File: src/rtl/narrow_rd_align.sv
module narrow_rd_align #(
  parameter int DATA_W = 64,
  parameter int ADDR_W = 32,
  parameter int LEN_W  = 8
) (
  input  logic                clk,
  input  logic                rst_n,
  input  logic                ar_valid,
  input  logic                ar_ready,
  input  logic [ADDR_W-1:0]   ar_addr,
  input  logic [2:0]          ar_size,
  input  logic                keep_lanes,
  input  logic                r_valid,
  output logic                r_ready,
  input  logic [DATA_W-1:0]   r_data,
  input  logic [1:0]          r_resp,
  input  logic                r_last,
  output logic                out_valid,
  input  logic                out_ready,
  output logic [DATA_W-1:0]   out_data,
  output logic [DATA_W/8-1:0] out_mask,
  output logic [1:0]          out_resp,
  output logic                out_last
);
  localparam int LANES = DATA_W / 8;
  localparam int OFF_W = $clog2(LANES);
  localparam int CNT_W = OFF_W + 1;
  localparam logic [2:0] SZ_MAX = 3'(OFF_W);

  logic [ADDR_W-1:0] base_q;
  logic [2:0]        size_q;
  logic              keep_q;
  logic [LEN_W-1:0]  beat_q;

  wire ar_fire   = ar_valid & ar_ready;
  wire beat_fire = r_valid & out_ready;

  always_ff @(posedge clk) begin
    if (!rst_n) begin
      base_q <= '0;
      size_q <= '0;
      keep_q <= 1'b0;
      beat_q <= '0;
    end else if (ar_fire) begin
      base_q <= ar_addr;
      size_q <= (ar_size > SZ_MAX) ? SZ_MAX : ar_size;
      keep_q <= keep_lanes;
      beat_q <= '0;
    end else if (beat_fire) begin
      beat_q <= r_last ? '0 : beat_q + LEN_W'(1);
    end
  end

  logic [ADDR_W-1:0] span_m1;
  logic [ADDR_W-1:0] beat_addr;
  logic [OFF_W-1:0]  off;
  logic [OFF_W-1:0]  top;
  logic [CNT_W-1:0]  cnt;

  assign span_m1   = (ADDR_W'(1) << size_q) - ADDR_W'(1);
  assign beat_addr = (beat_q == '0) ? base_q
                   : (base_q & ~span_m1) + (ADDR_W'(beat_q) << size_q);
  assign off = beat_addr[OFF_W-1:0];
  assign top = off | span_m1[OFF_W-1:0];
  assign cnt = CNT_W'(top) - CNT_W'(off) + CNT_W'(1);

  for (genvar i = 0; i < LANES; i++) begin : g_lane
    logic [CNT_W-1:0] src;
    logic             in_win;
    logic             in_low;
    assign src    = CNT_W'(off) + CNT_W'(i);
    assign in_win = (OFF_W'(i) >= off) && (OFF_W'(i) <= top);
    assign in_low = CNT_W'(i) < cnt;
    assign out_mask[i] = keep_q ? in_win : in_low;
    assign out_data[8*i +: 8] =
      keep_q ? (in_win ? r_data[8*i +: 8] : 8'h00)
             : (in_low ? r_data[8*int'(src[OFF_W-1:0]) +: 8] : 8'h00);
  end

  assign out_valid = r_valid;
  assign r_ready   = out_ready;
  assign out_resp  = r_resp;
  assign out_last  = r_last;

  a_r5_low_contiguous: assert property (@(posedge clk) disable iff (!rst_n)
    (out_valid && !keep_q) |-> (out_mask[0] && ((out_mask & (out_mask + 1'b1)) == '0)));

  a_r4_count_bound: assert property (@(posedge clk) disable iff (!rst_n)
    out_valid |-> ($countones(out_mask) <= (1 << size_q)));

  a_r8_later_aligned: assert property (@(posedge clk) disable iff (!rst_n)
    (out_valid && beat_q != '0) |-> ((off & span_m1[OFF_W-1:0]) == '0));

  a_r9_hold_on_stall: assert property (@(posedge clk) disable iff (!rst_n)
    (r_valid && !out_ready && !ar_fire) |=> $stable(beat_q));

  a_r9_last_clears: assert property (@(posedge clk) disable iff (!rst_n)
    (beat_fire && r_last && !ar_fire) |=> (beat_q == '0));
endmodule

File: config.mk
export PLATFORM = sky130hd
export DESIGN_NAME = narrow_rd_align
export DESIGN_NICKNAME = d
export VERILOG_FILES = /design/src/rtl/narrow_rd_align.sv
export SDC_FILE = /design/constraint.sdc
export NUM_CORES = 1
export LEC_CHECK = 0
export CELL_PAD_IN_SITES_DETAIL_PLACEMENT = 1
export CELL_PAD_IN_SITES_GLOBAL_PLACEMENT = 1
export CORE_MARGIN = 3
export CORE_UTILIZATION = 40
export DETAILED_ROUTE_END_ITERATION = 12
export DONT_BUFFER_PORTS = 1
export GPL_TIMING_DRIVEN = 0
export PLACE_DENSITY = 0.69
export SETUP_SLACK_MARGIN = 0.1
export SYNTH_ARGS = -nofsm -noshare
export SYNTH_HDL_FRONTEND = slang
export SYNTH_SLANG_ARGS = --single-unit
File: constraint.sdc
create_clock -name clk -period 8.8 [get_ports clk]
set_input_delay 0.88 -clock clk [delete_from_list [all_inputs] [get_ports clk]]
set_output_delay 0.88 -clock clk [all_outputs]
set_load 0.02 [all_outputs]
* After elaboration in Yosys (flattened, before gate mapping)
Index checks and enable logic that the tools add are counted.
Storage, ports and cells: register bits after elaboration 15, bits in latches 0, bits in writable memories 0, memory bits (read-only) 0, input port bits 109, output and inout bits 77, word-level logic and storage cells 102, memories 0
Cells by class: $add $sub $neg 12, multiply operators 0, divide/modulo/power cells 0, $lt $le $gt $ge 25, equality and inequality tests 0, shifts and indexed selects 10, muxes and demuxes 35, bitwise gates (word level) 6, reductions and logical operators 10
Operator list (count):
- $shiftx 64x7->8 | 8
- $mux 8 | 25
- $lt 3x4->1 const A | 4
- $add 3x3->3 const B | 4
- $ge 3x3->1 const A | 4
- $le 3x3->1 const A | 4
- $add 8x1->8 const B | 1
- $logic_and 1x1->1 | 8
- $logic_not 8->1 | 1
- $lt 1x4->1 const A | 2
- $lt 2x4->1 const A | 2
- $mux 1 | 8
- $shl 8x3->3 | 1
- $add 3x2->3 const B | 2
- $ge 1x3->1 const A | 2
- $ge 2x3->1 const A | 2
- $le 1x3->1 const A | 2
- $le 2x3->1 const A | 2
- $mux 3 | 2
- $add 4x1->4 const B | 1
- $sub 3x3->4 | 1
- $add 3x1->3 const B | 1
- $add 3x3->3 | 1
- $and 3x3->3 | 1
- 8 further kinds | 9

* Longest topological paths before layout
word-level depth 12, mapped depth 24, mapped depth without buffers 18

* Least setup slack after synthesis
Ideal clock, no wire load.
path type register to output, start register size_q[2], end output out_data[0], data arrival time 4.746 ns, required time 7.920 ns, path slack 3.174 ns, cell stages (with the launch flop) 24, buffers on the path 5, cell sequence dfxtp_1 or2_2 clkbuf_1 nor2_1 and2_1 ha_1 fa_1 o21ai_4 and2_1 buf_6 inv_2 buf_2 buf_2 nor2_1 ha_1 inv_1 fa_1 or3_1 a21oi_1 a21oi_1 o211a_1 clkbuf_1 a31oi_1 a22o_1
On the way: longest elaborated chain between the ends 12, elaborated cells on any way between the ends 18, classes of those cells 4 x add/sub; 3 x order compare; 3 x shift; 4 x mux; 3 x bitwise; 1 x reduce/logical
Ends and longest elaborated chain:
- from (decl) | RTL line 31 | logic [2:0] size_q;
- from (signal assigned) | RTL line 46 | size_q <= (ar_size > SZ_MAX) ? SZ_MAX : ar_size;
- $shl 1x3->3 | RTL line 60 | assign span_m1 = (ADDR_W'(1) << size_q) - ADDR_W'(1);
- $sub 3x2->3 | RTL line 60
- $not 3->3 | RTL line 62 | : (base_q & ~span_m1) + (ADDR_W'(beat_q) << size_q);
- $and 3x3->3 | RTL line 62
- $add 3x3->3 | RTL line 62
- $mux 3 | RTL line 61 | assign beat_addr = (beat_q == '0) ? base_q
- $or 3x3->3 | RTL line 64 | assign top = off | span_m1[OFF_W-1:0];
- $sub 3x3->4 | RTL line 65 | assign cnt = CNT_W'(top) - CNT_W'(off) + CNT_W'(1);
- $add 4x1->4 | RTL line 65
- $lt 1x4->1 | RTL line 73 | assign in_low = CNT_W'(i) < cnt;
- $mux 8 | RTL line 77 | : (in_low ? r_data[8*int'(src[OFF_W-1:0]) +: 8] : 8'h00);
- $mux 8 (*) | RTL line 76 | keep_q ? (in_win ? r_data[8*i +: 8] : 8'h00)
- to (decl) | RTL line 20 | output logic [DATA_W-1:0] out_data,
Mark *: on every way between the ends. The rest lies on a longest branch, timed or not.

* Final worst setup path
start register size_q[2], end output out_data[2]
The elaborated chain is that of the path after synthesis.

==> run metrics <==
Chip Width=113 um; Int Pwr=261 uW; total grt overflow=0; vias=5119; worst relative slew slack=0.245; wl on met1=9.82 mm; post-CTS setup buffer count=0; Total GRT Usage=0.312; row count=38; detailed route wirelength on metal2=8.23 mm; Die Ht=113 um; initial antenna violation count=0; number of port buffers=0; CTS Buf Count=3; CTS tree=yes; post-synthesis register bit count=15; VDD IR max=0.118 mV; CTS sink count=15; Setup violations, final=0; setup TNS=0 ps; Fill cells=1423; Setup Crit Path Kind=reg -> out; worst-path fanout max=13; # IOs=186; placement-stage cell area=4780 um^2; Seq pwr share=0.130; final WL=20.8 mm; die area=12800 um^2; Post-Syn Instances=602; P_leak=0.00193 uW; final-report hold violation count=0; DR vias/cell=6.86; CTS resizes=0; Final Skew=3.36 ps; Post-Syn Area=4600 um^2; Post-synth EDFFs=0; top_reg_cell synth=dfxtp_1; CTS clk-pin slew, worst paths=50 ps; drt drc=0; clock network power share=0.159; Layout area overhead=5.52%; # hold bufs at CTS=0; Detail Route met3 WL=2.42 mm; Syn Nets=727; Distinct cells, synth=59; Combinational Power Share=0.710; syn_area_per_cell=7.65 um^2; clk root buf=clkbuf_16; actual slew at the worst max-slew pin=1120 ps; multi-input gate area in the final layout=3970 um^2; Psw=298 uW; RSZ-0062 raised after global routing=false; drt wl/cell=27.9 um; Fmax=142 MHz; initial core utilization=0.417; Synth warnings=0; layout cells sized above 1=0.134; min cycle time layout=7030 ps; Clock Path Buffers=2; CP endpoint kind=primary output; H-tree Lvls=1; fin area=4860 um^2; drt pass-1 iters=5; Final Cycle Share=0.799; power density over the cells=115 nW/um^2; Final Net Count=732; DRT antenna net count=0; Clock Latency Late Sink=250 ps; CP Launch Type=register; status=finished, final reports clean; DR top layer=met4; GP Congestion=0.989; max cap viols=0; Reg area=300 um^2; 1st-iter DRT viols=457; Data required, critical path=7920 ps; Final Max Slew Viols=0; Switching Share=0.533; DP Wirelength=16.9 mm; register area share after synthesis=0.0652; number of global-route vias before repair=5217; largest net degree at the start of global routing=14; Crit path arrival time=6150 ps; class of the worst hold path=reg -> reg; asr flop ratio synth=0; first-pass GRT wire length=31.4 mm; core area=11000 um^2; Ant. Diodes=0
-- final timing paths --
kind / start / end / slack [ps] / depth (start not counted)
max: size_q[2] / out_data[2] / 1770 / 23
min: beat_q[7] / beat_q[7] / 510 / 2
max reg2reg: beat_q[2] / beat_q[7] / 7460 / 3
min reg2reg: beat_q[7] / beat_q[7] / 510 / 2
-- layout by cell type, fill, tap and decap left out, drive strengths merged, types with 4 or more instances in the layout --
| cell | Yosys | layout |
|---|---|---|
| buf | 36 | 36 |
| a211oi | 32 | 32 |
| mux2i | 114 | 114 |
| ha | 14 | 14 |
| a22o | 16 | 16 |
| a21boi | 5 | 5 |
| or2 | 5 | 5 |
| or3 | 4 | 4 |
| nand3 | 7 | 7 |
| nand2 | 98 | 98 |
| and3 | 35 | 35 |
| clkbuf | 21 | 25 |
| a21o | 4 | 4 |
| inv | 9 | 9 |
| xor2 | 5 | 5 |
| o21ai | 23 | 23 |
| and2 | 6 | 6 |
| mux2 | 19 | 19 |
| a21oi | 13 | 13 |
| o2bb2ai | 32 | 32 |
| nor2 | 16 | 16 |
| nand2b | 10 | 10 |
| dfxtp | 15 | 15 |
| a31oi | 34 | 34 |
-- worst max-delay path, stage by stage (launching register included) --
cell	delay, ps
dfxtp_1	370
or2_2	310
clkbuf_1	180
nor2_1	290
and2_1	180
ha_1	160
fa_1	450
o21ai_4	120
and2_1	170
buf_6	150
inv_2	80
buf_2	200
buf_2	250
nor2_1	150
ha_1	160
inv_1	40
fa_1	430
or3_1	370
a21oi_1	140
a21oi_1	60
o211a_1	120
clkbuf_1	190
a31oi_1	930
a22o_1	380
-- registers in the layout (all words and copies together) (netlist names) --
| signal | flops |
|---|---|
| size_q | 3 |
| keep_q | 1 |
| beat_q | 8 |
| base_q | 3 |
-- per-layer routing --
layer | vias up | track usage
li1 | 2269 | -
met1 | 2496 | 0.486
met2 | 327 | 0.437
met3 | 27 | 0.0679
met4 | 0 | 0.0569
met5 | - | 0
-- metrics by stage --
step	hold WS, ps	util	setup slack [ps]	power, uW	std cells
floorplan	452	-	3170	393	602
global placement	482	0.433	2210	455	742
detailed placement	508	0.433	2100	465	742
CTS	515	0.440	1820	555	746
global route	566	0.440	1410	592	746
finish	510	0.440	1770	559	746
-- synth_stat cells (all sizes together) (7+ instances only) --
cell type  number  share of area
inv             9         0.0073
o21ai          23          0.028
ha             14          0.038
dfxtp          15          0.065
nand2b         10          0.014
nor2           16          0.013
and3           35          0.048
a31oi          34          0.046
buf            36          0.048
nand3           7         0.0076
mux2           19          0.046
a211oi         32          0.068
o2bb2ai        32          0.061
a21oi          13          0.015
nand2          98          0.080
a22o           16          0.030
clkbuf         21          0.017
mux2i         114           0.25
-- power by group through the flow --
stage	registers (uW)	clock network, uW	logic [uW]
6_report	72.8	89.0	397
3_3_place_gp	74.0	0	381
2_1_floorplan	73.0	0	320
3_5_place_dp	74.1	0	391
5_1_grt	73.0	94.5	425
4_1_cts	72.7	90.0	393
-- layout make-up --
cell class                      count  share of cell area
Buffer                             57              0.0613
Clock buffer                        4              0.0162
Inverter                            9             0.00696
Multi-Input combinational cell    521               0.818
Sequential cell                    15              0.0618
Tap cell                          140              0.0361
-- cells by family (layout without fill, tap and decap cells) --
logic type	count (synthesis)	in the layout	synth area share
simple gates	192	192	0.201
compound gates	169	169	0.285
mux	136	136	0.312
buf+inv	66	70	0.0720
fa+ha+maj	16	16	0.0468
flops	15	15	0.0652
xor+xnor	7	7	0.0174
other cells	1	1	0.000815
Power figures use the tool's default switching activity.
